## config.mk

```make
export PLATFORM = sky130hd
export DESIGN_NAME = ldpc_host_regs
export DESIGN_NICKNAME = d
export VERILOG_FILES = /design/src/rtl/ldpc_host_pkg.sv /design/src/rtl/ldpc_host_handshake.sv /design/src/rtl/ldpc_host_ctrl.sv /design/src/rtl/ldpc_host_llr_unpack.sv /design/src/rtl/ldpc_host_rdmux.sv /design/src/rtl/ldpc_host_regs.sv
export SDC_FILE = /design/constraint.sdc
export NUM_CORES = 1
export LEC_CHECK = 0
export BUFFER_PORTS_ARGS = -buffer_cell sky130_fd_sc_hd__buf_2
export CORE_MARGIN = 5
export CORE_UTILIZATION = 49
export DETAILED_ROUTE_END_ITERATION = 12
export HOLD_SLACK_MARGIN = 0.03
export PLACE_DENSITY = 0.88
export SLEW_MARGIN = 10
export SYNTH_ARGS = -nofsm -noshare
export SYNTH_HDL_FRONTEND = slang
export SYNTH_SLANG_ARGS = --single-unit
```

## constraint.sdc

```tcl
create_clock -name clk_i -period 3.1 [get_ports clk_i]
set_input_delay 0.62 -clock clk_i [delete_from_list [all_inputs] [get_ports clk_i]]
set_output_delay 0.62 -clock clk_i [all_outputs]
set_load 0.1 [all_outputs]
```

## src/rtl/ldpc_host_pkg.sv

```systemverilog
package ldpc_host_pkg;
  localparam int unsigned DATA_W    = 32;
  localparam int unsigned ADDR_W    = 8;
  localparam int unsigned LLR_W     = 6;
  localparam int unsigned LLR_N     = 256;
  localparam int unsigned ITER_W    = 5;
  localparam int unsigned SYN_W     = 8;

  // byte offsets; positions the host firmware decodes
  localparam int unsigned OFF_CTRL  = 'h00;
  localparam int unsigned OFF_STAT  = 'h04;
  localparam int unsigned OFF_LLR   = 'h10;
  localparam int unsigned OFF_BITS  = 'h50;
  localparam int unsigned OFF_VER   = 'h54;

  localparam int unsigned CTRL_GO_B  = 0;
  localparam int unsigned CTRL_ET_B  = 1;
  localparam int unsigned ITER_LSB   = 8;
  localparam int unsigned SYN_LSB    = 16;

  localparam logic [31:0] VERSION_CODE = 32'h1D01_0001;
endpackage

```

## src/rtl/ldpc_host_handshake.sv

```systemverilog
module ldpc_host_handshake (
  input  logic clk_i,
  input  logic rst_ni,
  input  logic cyc_i,
  input  logic stb_i,
  output logic req_o,
  output logic ack_o
);
  logic ack_q;

  assign req_o = cyc_i & stb_i & ~ack_q;
  assign ack_o = ack_q;

  always_ff @(posedge clk_i or negedge rst_ni) begin
    if (!rst_ni) ack_q <= 1'b0;
    else         ack_q <= req_o;
  end

  AST_ACK_SINGLE: assert property (@(posedge clk_i) disable iff (!rst_ni)
    ack_o |=> !ack_o);
  AST_ACK_AFTER_REQ: assert property (@(posedge clk_i) disable iff (!rst_ni)
    ack_o |-> $past(cyc_i && stb_i));
endmodule

```

## src/rtl/ldpc_host_ctrl.sv

```systemverilog
module ldpc_host_ctrl #(
  parameter int unsigned ITER_W = 5
) (
  input  logic              clk_i,
  input  logic              rst_ni,
  input  logic              wr_i,
  input  logic              go_i,
  input  logic              et_i,
  input  logic [ITER_W-1:0] iter_i,
  input  logic              busy_i,
  output logic              start_o,
  output logic              et_o,
  output logic [ITER_W-1:0] iter_o
);
  logic              start_q;
  logic              et_q;
  logic [ITER_W-1:0] iter_q;

  always_ff @(posedge clk_i or negedge rst_ni) begin
    if (!rst_ni) begin
      start_q <= 1'b0;
      et_q    <= 1'b0;
      iter_q  <= '0;
    end else begin
      start_q <= wr_i & go_i & ~busy_i;  // start self-clears
      if (wr_i) begin
        et_q   <= et_i;
        iter_q <= iter_i;
      end
    end
  end

  assign start_o = start_q;
  assign et_o    = et_q;
  assign iter_o  = iter_q;

  AST_START_IDLE: assert property (@(posedge clk_i) disable iff (!rst_ni)
    start_o |-> !$past(busy_i));
  AST_START_FROM_WR: assert property (@(posedge clk_i) disable iff (!rst_ni)
    start_o |-> $past(wr_i));
endmodule

```

## src/rtl/ldpc_host_llr_unpack.sv

```systemverilog
module ldpc_host_llr_unpack #(
  parameter int unsigned WADR_W  = 6,
  parameter int unsigned LLR_W   = 6,
  parameter int unsigned LLR_N   = 256,
  parameter int unsigned LANES   = 5,
  parameter int unsigned BASE_WA = 4
) (
  input  logic                         clk_i,
  input  logic                         rst_ni,
  input  logic                         wr_i,
  input  logic [WADR_W-1:0]            word_i,
  input  logic [LANES*LLR_W-1:0]       data_i,
  output logic [LANES-1:0]             we_o,
  output logic [LANES*$clog2(LLR_N)-1:0] idx_o,
  output logic [LANES*LLR_W-1:0]       val_o
);
  localparam int unsigned IDX_W = $clog2(LLR_N);
  localparam int unsigned WORDS = (LLR_N + LANES - 1) / LANES;
  localparam int unsigned SUM_W = $clog2(WORDS * LANES) + 1;

  logic             in_win;
  logic [SUM_W-1:0] word_off;
  logic [SUM_W-1:0] base_idx;

  assign in_win   = ({1'b0, word_i} >= (WADR_W+1)'(BASE_WA)) &&
                    ({1'b0, word_i} <  (WADR_W+1)'(BASE_WA + WORDS));
  assign word_off = SUM_W'(word_i) - SUM_W'(BASE_WA);
  assign base_idx = SUM_W'(word_off * SUM_W'(LANES));

  for (genvar j = 0; j < LANES; j++) begin : g_lane
    logic [SUM_W-1:0] slot_idx;
    logic             hit;
    logic             we_q;
    logic [IDX_W-1:0] idx_q;
    logic [LLR_W-1:0] val_q;

    assign slot_idx = base_idx + SUM_W'(j);
    assign hit      = wr_i & in_win & (slot_idx < SUM_W'(LLR_N));

    always_ff @(posedge clk_i or negedge rst_ni) begin
      if (!rst_ni) begin
        we_q  <= 1'b0;
        idx_q <= '0;
        val_q <= '0;
      end else begin
        we_q <= hit;
        if (hit) begin
          idx_q <= slot_idx[IDX_W-1:0];
          val_q <= data_i[j*LLR_W +: LLR_W];
        end
      end
    end

    assign we_o[j]                  = we_q;
    assign idx_o[j*IDX_W +: IDX_W]  = idx_q;
    assign val_o[j*LLR_W +: LLR_W]  = val_q;

    if (j > 0) begin : g_contig
      AST_LANE_CONTIG: assert property (@(posedge clk_i) disable iff (!rst_ni)
        we_q |-> we_o[0]);
    end
  end
endmodule

```

## src/rtl/ldpc_host_rdmux.sv

```systemverilog
module ldpc_host_rdmux
  import ldpc_host_pkg::*;
#(
  parameter int unsigned WADR_W = 6,
  parameter int unsigned ITER_W = 5,
  parameter int unsigned SYN_W  = 8
) (
  input  logic              clk_i,
  input  logic              rst_ni,
  input  logic              rd_i,
  input  logic [WADR_W-1:0] word_i,
  input  logic              et_i,
  input  logic [ITER_W-1:0] lim_i,
  input  logic              busy_i,
  input  logic              conv_i,
  input  logic [ITER_W-1:0] used_i,
  input  logic [SYN_W-1:0]  syn_i,
  input  logic [31:0]       bits_i,
  output logic [31:0]       dat_o
);
  localparam logic [WADR_W-1:0] W_CTRL = WADR_W'(OFF_CTRL / 4);
  localparam logic [WADR_W-1:0] W_STAT = WADR_W'(OFF_STAT / 4);
  localparam logic [WADR_W-1:0] W_BITS = WADR_W'(OFF_BITS / 4);
  localparam logic [WADR_W-1:0] W_VER  = WADR_W'(OFF_VER / 4);

  logic [31:0] mux_d;
  logic [31:0] dat_q;

  always_comb begin
    mux_d = '0;
    unique case (word_i)
      W_CTRL: begin
        mux_d[CTRL_ET_B]                = et_i;
        mux_d[ITER_LSB +: ITER_W]       = lim_i;
      end
      W_STAT: begin
        mux_d[0]                        = busy_i;
        mux_d[1]                        = conv_i;
        mux_d[ITER_LSB +: ITER_W]       = used_i;
        mux_d[SYN_LSB +: SYN_W]         = syn_i;
      end
      W_BITS:  mux_d = bits_i;
      W_VER:   mux_d = VERSION_CODE;
      default: mux_d = '0;
    endcase
  end

  always_ff @(posedge clk_i or negedge rst_ni) begin
    if (!rst_ni) dat_q <= '0;
    else         dat_q <= rd_i ? mux_d : '0;
  end

  assign dat_o = dat_q;

  AST_DAT_QUIET: assert property (@(posedge clk_i) disable iff (!rst_ni)
    !$past(rd_i) |-> (dat_o == '0));
  AST_VER_CONST: assert property (@(posedge clk_i) disable iff (!rst_ni)
    ($past(rd_i) && ($past(word_i) == W_VER)) |-> (dat_o == VERSION_CODE));
endmodule

```

## src/rtl/ldpc_host_regs.sv

```systemverilog
module ldpc_host_regs
  import ldpc_host_pkg::*;
#(
  parameter int unsigned P_ADDR_W = ADDR_W,
  parameter int unsigned P_LLR_W  = LLR_W,
  parameter int unsigned P_LLR_N  = LLR_N,
  parameter int unsigned P_ITER_W = ITER_W,
  parameter int unsigned P_SYN_W  = SYN_W,
  localparam int unsigned LANES   = DATA_W / P_LLR_W,
  localparam int unsigned IDX_W   = $clog2(P_LLR_N)
) (
  input  logic                     clk_i,
  input  logic                     rst_ni,
  input  logic                     wb_cyc_i,
  input  logic                     wb_stb_i,
  input  logic                     wb_we_i,
  input  logic [P_ADDR_W-1:0]      wb_adr_i,
  input  logic [DATA_W-1:0]        wb_dat_i,
  output logic [DATA_W-1:0]        wb_dat_o,
  output logic                     wb_ack_o,
  output logic                     dec_start_o,
  output logic                     dec_early_term_o,
  output logic [P_ITER_W-1:0]      dec_max_iter_o,
  output logic [LANES-1:0]         llr_we_o,
  output logic [LANES*IDX_W-1:0]   llr_idx_o,
  output logic [LANES*P_LLR_W-1:0] llr_val_o,
  input  logic                     dec_busy_i,
  input  logic                     dec_converged_i,
  input  logic [P_ITER_W-1:0]      dec_iter_used_i,
  input  logic [P_SYN_W-1:0]       dec_syn_wt_i,
  input  logic [DATA_W-1:0]        dec_bits_i
);
  localparam int unsigned WADR_W = P_ADDR_W - 2;
  localparam int unsigned PACK_W = LANES * P_LLR_W;
  localparam logic [WADR_W-1:0] W_CTRL = WADR_W'(OFF_CTRL / 4);

  logic              req;
  logic              aligned;
  logic              wr;
  logic              rd;
  logic [WADR_W-1:0] word;
  logic              unused_hi;

  assign word      = wb_adr_i[P_ADDR_W-1:2];
  assign aligned   = (wb_adr_i[1:0] == 2'b00);
  assign wr        = req & wb_we_i & aligned;
  assign rd        = req & ~wb_we_i & aligned;
  assign unused_hi = ^wb_dat_i[DATA_W-1:PACK_W];

  ldpc_host_handshake u_hs (
    .clk_i (clk_i),
    .rst_ni(rst_ni),
    .cyc_i (wb_cyc_i),
    .stb_i (wb_stb_i),
    .req_o (req),
    .ack_o (wb_ack_o)
  );

  ldpc_host_ctrl #(.ITER_W(P_ITER_W)) u_ctrl (
    .clk_i  (clk_i),
    .rst_ni (rst_ni),
    .wr_i   (wr && (word == W_CTRL)),
    .go_i   (wb_dat_i[CTRL_GO_B]),
    .et_i   (wb_dat_i[CTRL_ET_B]),
    .iter_i (wb_dat_i[ITER_LSB +: P_ITER_W]),
    .busy_i (dec_busy_i),
    .start_o(dec_start_o),
    .et_o   (dec_early_term_o),
    .iter_o (dec_max_iter_o)
  );

  ldpc_host_llr_unpack #(
    .WADR_W (WADR_W),
    .LLR_W  (P_LLR_W),
    .LLR_N  (P_LLR_N),
    .LANES  (LANES),
    .BASE_WA(OFF_LLR / 4)
  ) u_unpack (
    .clk_i (clk_i),
    .rst_ni(rst_ni),
    .wr_i  (wr),
    .word_i(word),
    .data_i(wb_dat_i[PACK_W-1:0]),
    .we_o  (llr_we_o),
    .idx_o (llr_idx_o),
    .val_o (llr_val_o)
  );

  ldpc_host_rdmux #(
    .WADR_W(WADR_W),
    .ITER_W(P_ITER_W),
    .SYN_W (P_SYN_W)
  ) u_rd (
    .clk_i (clk_i),
    .rst_ni(rst_ni),
    .rd_i  (rd),
    .word_i(word),
    .et_i  (dec_early_term_o),
    .lim_i (dec_max_iter_o),
    .busy_i(dec_busy_i),
    .conv_i(dec_converged_i),
    .used_i(dec_iter_used_i),
    .syn_i (dec_syn_wt_i),
    .bits_i(dec_bits_i),
    .dat_o (wb_dat_o)
  );

  AST_START_ON_ACK: assert property (@(posedge clk_i) disable iff (!rst_ni)
    dec_start_o |-> wb_ack_o);
  AST_START_PULSE: assert property (@(posedge clk_i) disable iff (!rst_ni)
    dec_start_o |=> !dec_start_o);
  AST_LLR_ON_ACK: assert property (@(posedge clk_i) disable iff (!rst_ni)
    (|llr_we_o) |-> (wb_ack_o && $past(wb_we_i)));
  AST_LLR_PULSE: assert property (@(posedge clk_i) disable iff (!rst_ni)
    (|llr_we_o) |=> (llr_we_o == '0));
  AST_RESET_IDLE: assert property (@(posedge clk_i)
    !rst_ni |-> (!wb_ack_o && !dec_start_o && (llr_we_o == '0)));
endmodule

```

==> results.cfg <==
[critical_path]
critical_path.most_common_cell = ha_4
slowest_stage = or4_4
crit_arrival_ps = 3870
criticalPathCategory = in -> reg
crit_fanout = 8
r2r_start = u_hs.ack_o$_DFF_PN0_
critPathLaunchType = primary input
critPathLaunch = wb_adr_i[4]
cp_cell_sequence = buf_8, clkinvlp_4, ha_4, inv_4, ha_4, ha_4, inv_2, fa_2, buf_4, xor2_2, nor3b_4, nand3_2, or4_4, o22ai_4, buf_12, mux2_2
endpoint_kind = flop
required_ps = 3500
critPathMaxStageDelay_ps = 440

[synth]
ys_types = 55
synth_edf_count = 0
netlist_top_cells_area = dfrtp_1 53%, mux2_2 12%, ha_1 4.4%
syn-cell-area_sq_um = 5450
synth_xor_area_frac = 0.0528
netlist_top_cells_count = 115 x dfrtp_1, 57 x mux2_2, 25 x nor2_1
yosysMostFrequentCell = dfrtp_1
synth-main-ff-cell = dfrtp_1
synth_compound_area_frac = 0.0787
yosysTopAreaCell = dfrtp_1
yosysWarnings = 0
yosysTopAreaCellShare = 0.528
synth.avg_cell_area_sq_um = 12.7
synth_top_family_by_area = multiplexers
ys_seq_area_frac = 0.528
ys_ff_latch = 115
yosys.area_share.simple = 0.0966
synthMuxAreaShare = 0.155
syn_nets = 540
yosys.area_share.adder = 0.0473
syn_inst = 428
async_reset_ff_frac = 1.00

[floorplan]
die_height_um = 116
dieArea_sq_um = 13300
io_pins = 207
rows = 38
dieWidth_um = 116
initial_core_util = 0.501
coreArea_sq_um = 10900

[clock_tree]
path_clk_slew_ps = 60
cts.sinks = 115
clk_latency_ps = 520
cts_made_buffers = 17
htreeDepth = 4
tritoncts = done
root_buffer = clkbuf_8
cts_buffer_depth = 2

[sta]
skew_ps = 6.42
fin_ws_ps = -364
min_period_ps = 3460
timing.slew.headroom = 0.603
max_freq_mhz = 289
drv_slew = 0
tightest_slew_ps = 596
finalHoldViolations = 0
setup_violations = 72
rsz0062_at_grt = true
finalCritPeriodShare = 1.12

[drt]
drt-initial-drc-count = 365
drc = 0
routed_via_density = 5.47
wl_um = 17500
vias = 4690
firstDrtPassIters = 5
postRouteAntennaNets = 0
routedWlPerCell_um = 20.4

[hold_path]
hp-class = in -> reg
min-delay-start = dec_bits_i[13]

[global_routing]
grt_pass1_wl_um = 26800
grt_max_degree = 87
grt_pass1_vias = 5044
gr-total-overflow = 0
grt.total_usage = 0.262
antenna_found_initial = 0

[status]
status = finished, violations left
violations = negative setup slack

[placement]
port_buffers = 204
dp_hpwl_um = 11700
gp_congestion = 0.879
place_inst = 807

[pwr]
power_density_nw_per_um2 = 959
leakagePower_nw = 4.32
p_total_w = 0.00781
vdd_drop_max_v = 0.00105

[finish]
final_cells = 858
diodes = 0
drive_gt1_frac = 0.585
area_growth_pct = 49.3
fin_nets = 818

[job]
max-cap-violations = 0
cells in the final DEF, fill, tap and decap left out, drive strengths merged, types with 6 or more instances in the layout:
| master | Yosys | routed |
|---|---|---|
| xor2 | 12 | 12 |
| nor2 | 25 | 25 |
| buf | 16 | 283 |
| o21ai | 6 | 6 |
| clkbuf | 11 | 23 |
| and2 | 16 | 16 |
| ha | 19 | 19 |
| inv | 17 | 16 |
| a21oi | 11 | 11 |
| mux2 | 68 | 68 |
| clkinv | 0 | 6 |
| nand3 | 7 | 7 |
| nand2 | 16 | 16 |
| xnor2 | 20 | 20 |
| dfrtp | 115 | 115 |
| a22oi | 9 | 9 |
| a222oi | 6 | 6 |
worst max-delay path: cells and delay by family:
family,cells,cell delay [ps]
muxes,1,350
adders and majority gates,4,1040
buffers and inverters,6,590
and+or+nand+nor,3,880
AOI/OAI and AO/OA,1,210
xor gates and xnor gates,1,170
power by group:
| part | internal (W) | leakage, nW | total (W) | switching, W |
|---|---|---|---|---|
| Sequential | 0.00182 | 1.50 | 0.00201 | 0.000199 |
| Combinational | 0.000901 | 2.55 | 0.00393 | 0.00303 |
| Clock | 0.00117 | 0.273 | 0.00186 | 0.000691 |
| Total | 0.00389 | 4.32 | 0.00781 | 0.00392 |
state kept, by name, summed over array words and instances, names as in the netlist:
name                   cells
u_unpack.g_lane.idx_q     40
u_rd.dat_o                32
u_unpack.g_lane.val_q     30
u_ctrl.iter_o              5
u_unpack.g_lane.we_q       5
u_ctrl.et_o                1
u_ctrl.start_o             1
u_hs.ack_o                 1
metal layers:
layer | vias up | routed length, um | global-route usage
met3 | 60 | 1270 | 0.0726
met4 | 0 | 660 | 0.133
met2 | 253 | 9160 | 0.453
met1 | 2319 | 6380 | 0.296
li1 | 2058 | - | -
met5 | - | 0 | 0
what timing repair did:
item,CTS,global route
hold buffers,1,0
cloned,1,2
hold endpoints to repair,29,0
resized for setup,61,8
pin swaps,5,1
endpoints found under the setup margin,74,75
buffers inserted,12,4
stage by stage:
step / TNS (ps) / hold WS (ps) / cell area (sq um) / util / setup WS [ps]
after floorplan: -48190 / 324 / 5570 / - / -841
after global placement: -58030 / 465 / 7130 / 0.655 / -885
after detailed placement: -64290 / 483 / 7130 / 0.655 / -991
after CTS: -13240 / 275 / 8030 / 0.737 / -302
after global routing: -25970 / 286 / 8150 / 0.748 / -480
final: -17670 / 301 / 8150 / 0.748 / -364
worst paths after layout:
kind / endpoint / cells past startpoint / slack [ps]
worst min register to register: u_unpack.g_lane[1].idx_q[6]$_DFFE_PN0P_ / 1 / 500
worst max-delay path: u_unpack.g_lane[3].idx_q[2]$_DFFE_PN0P_ / 16 / -360
min in group asynchronous: u_unpack.g_lane[4].val_q[2]$_DFFE_PN0P_ / 2 / 610
worst max register to register: u_unpack.g_lane[3].idx_q[2]$_DFFE_PN0P_ / 7 / 470
max in group asynchronous: u_rd.dat_o[10]$_DFF_PN0_ / 3 / 1710
worst min-delay path: u_rd.dat_o[13]$_DFF_PN0_ / 2 / 300
cell type report:
type | instances | area, sq um
Timing Repair Buffer | 286 | 1760
Clock buffer | 21 | 449
Inverter | 17 | 70.1
Multi-Input combinational cell | 269 | 2700
Sequential cell | 115 | 2880
Tap cell | 140 | 175
Clock inverter | 10 | 109
Fill cell | 654 | 2740
logic make-up (layout without fill, tap and decap cells):
kind of cell             Yosys count  count (layout)
AO/OA/AOI/OAI                     50              50
XOR/XNOR                          32              32
adder cells (fa/ha/maj)           20              20
buffers and inverters             44             334
flip-flops                       115             115
multiplexers                      72              72
AND/OR/NAND/NOR                   95              95
(Power assumes the default switching activity.)
